File: src/rtl/lcea_pkg.sv
package lcea_pkg;

    localparam int CNT_W = 16;
    localparam int LANES = 3;

    // lane order matches the enable-bit positions
    typedef enum int {
        LANE_ACT   = 0,
        LANE_REACT = 1,
        LANE_APP   = 2
    } lane_e;

    // what every running sum does this cycle
    typedef enum logic [1:0] {
        OP_CLEAR = 2'd0,   // no window: hold sums at zero
        OP_START = 2'd1,   // opening crossing: sum <= sample
        OP_ADD   = 2'd2,   // inside window: sum <= sum + sample
        OP_LATCH = 2'd3    // closing crossing: total <= sum, sum <= sample
    } acc_op_e;

    typedef struct packed {
        logic             synced;
        logic [CNT_W-1:0] remain;
    } win_state_t;

endpackage

File: src/rtl/lcea_window_ctrl.sv
module lcea_window_ctrl
    import lcea_pkg::*;
(
    input  logic             clk,
    input  logic             rst,
    input  logic             zx_strobe,
    input  logic [CNT_W-1:0] zx_count,
    output acc_op_e          op
);

    win_state_t st;

    always_comb begin
        if (zx_count == '0)
            op = OP_CLEAR;
        else if (!st.synced)
            op = zx_strobe ? OP_START : OP_CLEAR;
        else if (zx_strobe && st.remain == CNT_W'(1))
            op = OP_LATCH;
        else
            op = OP_ADD;
    end

    always_ff @(posedge clk) begin
        if (rst) begin
            st <= '0;
        end else begin
            unique case (op)
                OP_CLEAR: st <= '0;
                OP_START, OP_LATCH: begin
                    st.synced <= 1'b1;
                    st.remain <= zx_count;
                end
                OP_ADD: if (zx_strobe) st.remain <= st.remain - CNT_W'(1);
            endcase
        end
    end

    AST_SYNCED_COUNT_LIVE: assert property (@(posedge clk) disable iff (rst)
        st.synced |-> (st.remain != '0));

    AST_NO_SYNC_ON_ZERO_COUNT: assert property (@(posedge clk) disable iff (rst)
        (zx_count == '0) |=> !st.synced);

endmodule

File: src/rtl/lcea_lane.sv
module lcea_lane
    import lcea_pkg::*;
#(
    parameter int IN_W      = 16,
    parameter int ACC_W     = 32,
    parameter bit SIGNED_IN = 1'b1
) (
    input  logic             clk,
    input  logic             rst,
    input  logic             en,
    input  logic             valid,
    input  logic [IN_W-1:0]  inc,
    input  acc_op_e          op,
    output logic [ACC_W-1:0] total
);

    localparam int EXT_W = ACC_W - IN_W;

    logic [ACC_W-1:0] ext;
    logic [ACC_W-1:0] sample;
    logic [ACC_W-1:0] sum;

    generate
        if (SIGNED_IN) begin : g_signed
            assign ext = {{EXT_W{inc[IN_W-1]}}, inc};
        end else begin : g_unsigned
            assign ext = {{EXT_W{1'b0}}, inc};
        end
    endgenerate

    assign sample = valid ? ext : '0;

    always_ff @(posedge clk) begin
        if (rst || !en) begin
            sum <= '0;
        end else begin
            unique case (op)
                OP_CLEAR:           sum <= '0;
                OP_START, OP_LATCH: sum <= sample;
                OP_ADD:             sum <= sum + sample;
            endcase
        end
    end

    always_ff @(posedge clk) begin
        if (rst)
            total <= '0;
        else if (en && op == OP_LATCH)
            total <= sum;
    end

    AST_TOTAL_ONLY_AT_CLOSE: assert property (@(posedge clk) disable iff (rst)
        (op != OP_LATCH) |=> $stable(total));

    AST_DISABLED_LANE_FROZEN: assert property (@(posedge clk) disable iff (rst)
        !en |=> $stable(total));

    AST_DISABLED_SUM_CLEAR: assert property (@(posedge clk) disable iff (rst)
        !en |=> (sum == '0));

endmodule

File: src/rtl/linecyc_energy_acc.sv
module linecyc_energy_acc
    import lcea_pkg::*;
#(
    parameter int IN_W  = 16,
    parameter int ACC_W = 32
) (
    input  logic             clk,
    input  logic             rst,
    input  logic             sample_valid,
    input  logic [IN_W-1:0]  act_inc,
    input  logic [IN_W-1:0]  react_inc,
    input  logic [IN_W-1:0]  app_inc,
    input  logic             zx_strobe,
    input  logic [CNT_W-1:0] zx_count,
    input  logic [LANES-1:0] lane_en,
    input  logic             done_clr,
    output logic [ACC_W-1:0] act_total,
    output logic [ACC_W-1:0] react_total,
    output logic [ACC_W-1:0] app_total,
    output logic             cycle_done
);

    acc_op_e          op;
    logic [IN_W-1:0]  inc_bus [LANES];
    logic [ACC_W-1:0] tot_bus [LANES];

    assign inc_bus[LANE_ACT]   = act_inc;
    assign inc_bus[LANE_REACT] = react_inc;
    assign inc_bus[LANE_APP]   = app_inc;

    lcea_window_ctrl u_ctrl (
        .clk       (clk),
        .rst       (rst),
        .zx_strobe (zx_strobe),
        .zx_count  (zx_count),
        .op        (op)
    );

    generate
        for (genvar g = 0; g < LANES; g++) begin : g_lane
            lcea_lane #(
                .IN_W      (IN_W),
                .ACC_W     (ACC_W),
                .SIGNED_IN (g != int'(LANE_APP))
            ) u_lane (
                .clk   (clk),
                .rst   (rst),
                .en    (lane_en[g]),
                .valid (sample_valid),
                .inc   (inc_bus[g]),
                .op    (op),
                .total (tot_bus[g])
            );
        end
    endgenerate

    assign act_total   = tot_bus[LANE_ACT];
    assign react_total = tot_bus[LANE_REACT];
    assign app_total   = tot_bus[LANE_APP];

    always_ff @(posedge clk) begin
        if (rst)
            cycle_done <= 1'b0;
        else if (op == OP_LATCH)
            cycle_done <= 1'b1;
        else if (done_clr)
            cycle_done <= 1'b0;
    end

    AST_FLAG_ON_CLOSE: assert property (@(posedge clk) disable iff (rst)
        (op == OP_LATCH) |=> cycle_done);

    AST_FLAG_CLEARS: assert property (@(posedge clk) disable iff (rst)
        (done_clr && op != OP_LATCH) |=> !cycle_done);

    AST_ZERO_COUNT_HOLDS: assert property (@(posedge clk) disable iff (rst)
        (zx_count == '0) |=> ($stable(act_total) && $stable(react_total)
                              && $stable(app_total)));

    AST_CLOSE_NEEDS_CROSSING: assert property (@(posedge clk) disable iff (rst)
        !zx_strobe |=> ($stable(act_total) && $stable(react_total)
                        && $stable(app_total)));

endmodule

File: config.mk
export PLATFORM = sky130hd
export DESIGN_NAME = linecyc_energy_acc
export DESIGN_NICKNAME = d
export VERILOG_FILES = /design/src/rtl/lcea_pkg.sv /design/src/rtl/lcea_window_ctrl.sv /design/src/rtl/lcea_lane.sv /design/src/rtl/linecyc_energy_acc.sv
export SDC_FILE = /design/constraint.sdc
export NUM_CORES = 1
export LEC_CHECK = 0
export BUFFER_PORTS_ARGS = -buffer_cell sky130_fd_sc_hd__clkbuf_2
export CORE_AREA = 2 2 199 152
export CTS_BUF_LIST = sky130_fd_sc_hd__clkbuf_8
export DETAILED_ROUTE_END_ITERATION = 8
export DIE_AREA = 0 0 201 154
export PLACE_DENSITY = 0.67
export SLEW_MARGIN = 20
export SYNTH_ARGS = -nofsm -noshare
export SYNTH_HDL_FRONTEND = slang
export SYNTH_SLANG_ARGS = --single-unit
File: constraint.sdc
create_clock -name clk -period 14.35 [get_ports clk]
set_input_delay 1.435 -clock clk [delete_from_list [all_inputs] [get_ports clk]]
set_output_delay 1.435 -clock clk [all_outputs]
set_load 0.02 [all_outputs]
==> results.sh <==
export IMPL_io_buffer_count=168
export IMPL_grt_use_total_pct=25.6
export IMPL_synth_nets=1984
export IMPL_syn2layout_area_growth_pct=11.3
export IMPL_async_flop_share_pct=0
export IMPL_via_per_inst=5.86
export IMPL_period_share_pct=36.2
export IMPL_dieArea_um2=31000
export IMPL_cts_resized=0
export IMPL_cts_sinks=210
export IMPL_grt_pass1_wl_mm=65.5
export IMPL_startpoint_type="primary input"
export IMPL_cp_buffers_inverters=2
export IMPL_grt_pass1_vias=12575
export IMPL_insertion_delay_ps=560
export IMPL_synth_seq_cells=210
export IMPL_synth_cell_types=86
export IMPL_htreeDepth=2
export IMPL_skew_ps=24.7
export IMPL_stdcell_area_um2=15300
export IMPL_rows=54
export IMPL_cp_max_fo=93
export IMPL_synth_top_area_cell="dfxtp_1"
export IMPL_synth_warnings=0
export IMPL_status="completed"
export IMPL_tightest_slew_ps=853
export IMPL_critPathArrivalTime_ps=5600
export IMPL_endpoint_kind="register"
export IMPL_netlist_instances=1889
export IMPL_synthFlopType="dfxtp_1"
export IMPL_die_w_um=201
export IMPL_ys_seq_area_share_pct=30.5
export IMPL_syn_area_um2=13800
export IMPL_setup_viol=0
export IMPL_cts_tree="yes"
export IMPL_chipHeight_um=154
export IMPL_ant_nets=0
export IMPL_drt_first_pass_iters=6
export IMPL_grt_max_degree=94
export IMPL_diodes=0
export IMPL_multi_input_area_um2=8780
export IMPL_drive_above_1_share_pct=13.6
export IMPL_worstHoldPathType="register to register"
export IMPL_finalWeightedCongestion=0.895
export IMPL_drtIter0Drc=1403
export IMPL_grt_ovfl_total=0
export IMPL_totalWireLength_mm=40.7
export IMPL_dp_final_hpwl_mm=28.2
export IMPL_required_ps=14760
export IMPL_start_util_pct=47.8
export IMPL_placed_cell_area_um2=14500
export IMPL_netlist_area_leader_share_pct=30.5
export IMPL_period_minus_slack_ps=5190
export IMPL_clkSlewWorstSetupHoldPaths_ps=60
export IMPL_clockBufferDepth=3
export IMPL_drcViolationCount=0
export IMPL_ir_drop_mv=0.0741
export IMPL_antenna_found_initial=0
export IMPL_holdWs_ps=452
export IMPL_critPathMaxStageDelay_ps=770
export IMPL_cp_top_family="compound AO/OA/AOI/OAI gates"
export IMPL_drv_cap=0
export IMPL_yosys_top_cells_area="dfxtp_1, nand2_1, a21oi_1, xnor2_1, o21ai_0"
export IMPL_cts_buffers=38
export IMPL_slew_headroom_pct=43.1
export IMPL_p_leak_nw=5.87
export IMPL_core_um2=28900
export IMPL_n_fill_cell=2911
export IMPL_vias=13811
export IMPL_setup_tns_final_ps=0
export IMPL_rsz0062_at_grt="no"
export IMPL_report_power_total_mw=1.44
export IMPL_max_freq_ghz=0.193
export IMPL_worstPathCellList="buf_4 > buf_4 > and2_1 > ha_1 > ha_1 > a221o_1 > a2bb2oi_1 > o211a_1 > a22oi_1 > o21ai_1 > a22o_1 > a21oi_1 > o31ai_1 > xnor2_1 > o21ai_0"
export IMPL_synth_avg_cell_area_um2=7.30
export IMPL_wl_per_cell_um=17.2
export IMPL_final_nets=2034
export IMPL_ctsHoldBuffers=0
export IMPL_root_buffer="clkbuf_8"
export IMPL_synth_edf_count=0
export IMPL_cts_setup_buffers=0
export IMPL_boundaryPins=169
export IMPL_path_class="primary input to register"
export IMPL_p_per_area_nw_per_um2=94.2
export IMPL_cpMaxStageDelayCell="buf_4"
export IMPL_hold_violations=0
export IMPL_final_util_pct=53.2
export IMPL_ff_latch_area_um2=4200
export IMPL_drv_slew=0
-- per-layer routing --
metal  vias up  wire [um]  GRT usage, %  part of all wire [%]
met1      6362      19200          37.3                    47
met3        57       4190          6.51                    10
li1       6786          -             -                     -
met2       606      16600          37.5                    41
met4         0        698          5.82                   1.7
met5         -          0             0                     0
-- sequential cells by signal, summed over array words and instances, names as in the netlist --
| name | cells |
|---|---|
| cycle_done | 1 |
| u_ctrl.st | 17 |
| g_lane.u_lane.total | 96 |
| g_lane.u_lane.sum | 96 |
-- synthesized netlist by cell type, types with 6 or more instances --
cell type	n
and3_1	17
nand4_1	18
ha_1	22
a2bb2oi_1	10
maj3_1	12
dfxtp_1	210
and2_1	37
o211a_1	9
nor2_1	148
a31o_2	6
a21oi_1	192
or2_2	7
xor2_1	46
nand3_1	50
nor3b_1	6
o22ai_1	14
buf_2	22
o31ai_1	9
a22oi_1	41
o211ai_1	9
inv_1	24
nor2b_1	10
buf_1	9
nor4_1	13
a211oi_1	9
a31oi_1	19
a22o_1	8
xnor2_1	101
nand2b_1	30
clkbuf_1	122
o21ai_0	114
o21a_1	9
o21ai_1	11
or3_1	21
nand2_1	318
buf_4	11
a32oi_1	17
a21o_1	15
nor3_1	35
-- worst register-to-register path: cells and delay by family (launching register included) --
kind	cells	cell delay, ps
simple gates	9	3610
flops	1	360
compound gates	1	160
-- final timing paths --
| check | from | end | cells after the start | slack [ps] |
|---|---|---|---|---|
| max | sample_valid | g_lane[1].u_lane.sum[30]$_SDFF_PP0_ | 15 | 9160 |
| min | g_lane[0].u_lane.total[27]$_SDFFE_PP0P_ | g_lane[0].u_lane.total[27]$_SDFFE_PP0P_ | 2 | 450 |
| max reg2reg | u_ctrl.st[7]$_SDFFE_PP0P_ | g_lane[0].u_lane.total[6]$_SDFFE_PP0P_ | 10 | 10130 |
| min reg2reg | g_lane[0].u_lane.total[27]$_SDFFE_PP0P_ | g_lane[0].u_lane.total[27]$_SDFFE_PP0P_ | 2 | 450 |
-- cell type report --
cell class | count | share of cell area (%)
Tap cell | 392 | 3.20
Clock inverter | 18 | 1.16
Sequential cell | 210 | 27.4
Multi-Input combinational cell | 1486 | 57.2
Timing Repair Buffer | 178 | 6.00
Clock buffer | 49 | 4.40
Inverter | 25 | 0.612
-- metrics by stage --
stage	cells	setup slack, ps
2_1_floorplan	1889	8480
3_3_place_gp	2291	8770
3_5_place_dp	2291	8660
4_1_cts	2358	9240
5_1_grt	2358	8870
6_report	2358	9160
-- cell families after synthesis --
| family | after synthesis | synth area share (%) |
|---|---|---|
| and+or+nand+nor | 740 | 24.9 |
| DFF | 210 | 30.5 |
| muxes | 6 | 0.445 |
| adders and majority gates | 35 | 3.01 |
| xor gates and xnor gates | 147 | 9.34 |
| AOI/OAI and AO/OA | 558 | 25.8 |
| buffers and inverters | 193 | 5.97 |
-- power by group --
group | internal [mW] | switching [mW] | total, mW
Sequential | 0.591 | 0.0141 | 0.605
Combinational | 0.0690 | 0.119 | 0.188
Clock | 0.378 | 0.274 | 0.652
Total | 1.04 | 0.407 | 1.44
-- layout by cell type (no fill, tap or decap), types with 18 or more instances in the layout --
cell type / synthesis / final
a22oi_1: 41 / 41
dfxtp_1: 210 / 210
nor3_1: 35 / 35
nand2_1: 318 / 316
a31oi_1: 19 / 19
clkbuf_8: 0 / 49
clkbuf_2: 0 / 166
xor2_1: 46 / 46
ha_1: 22 / 22
nand3_1: 50 / 50
o21ai_0: 114 / 114
xnor2_1: 101 / 101
a21oi_1: 192 / 191
nand4_1: 18 / 18
and2_1: 37 / 34
nor2_1: 148 / 147
nand2b_1: 30 / 30
inv_1: 24 / 34
or3_1: 21 / 21
Note: power is estimated with default switching activity, not from simulation.
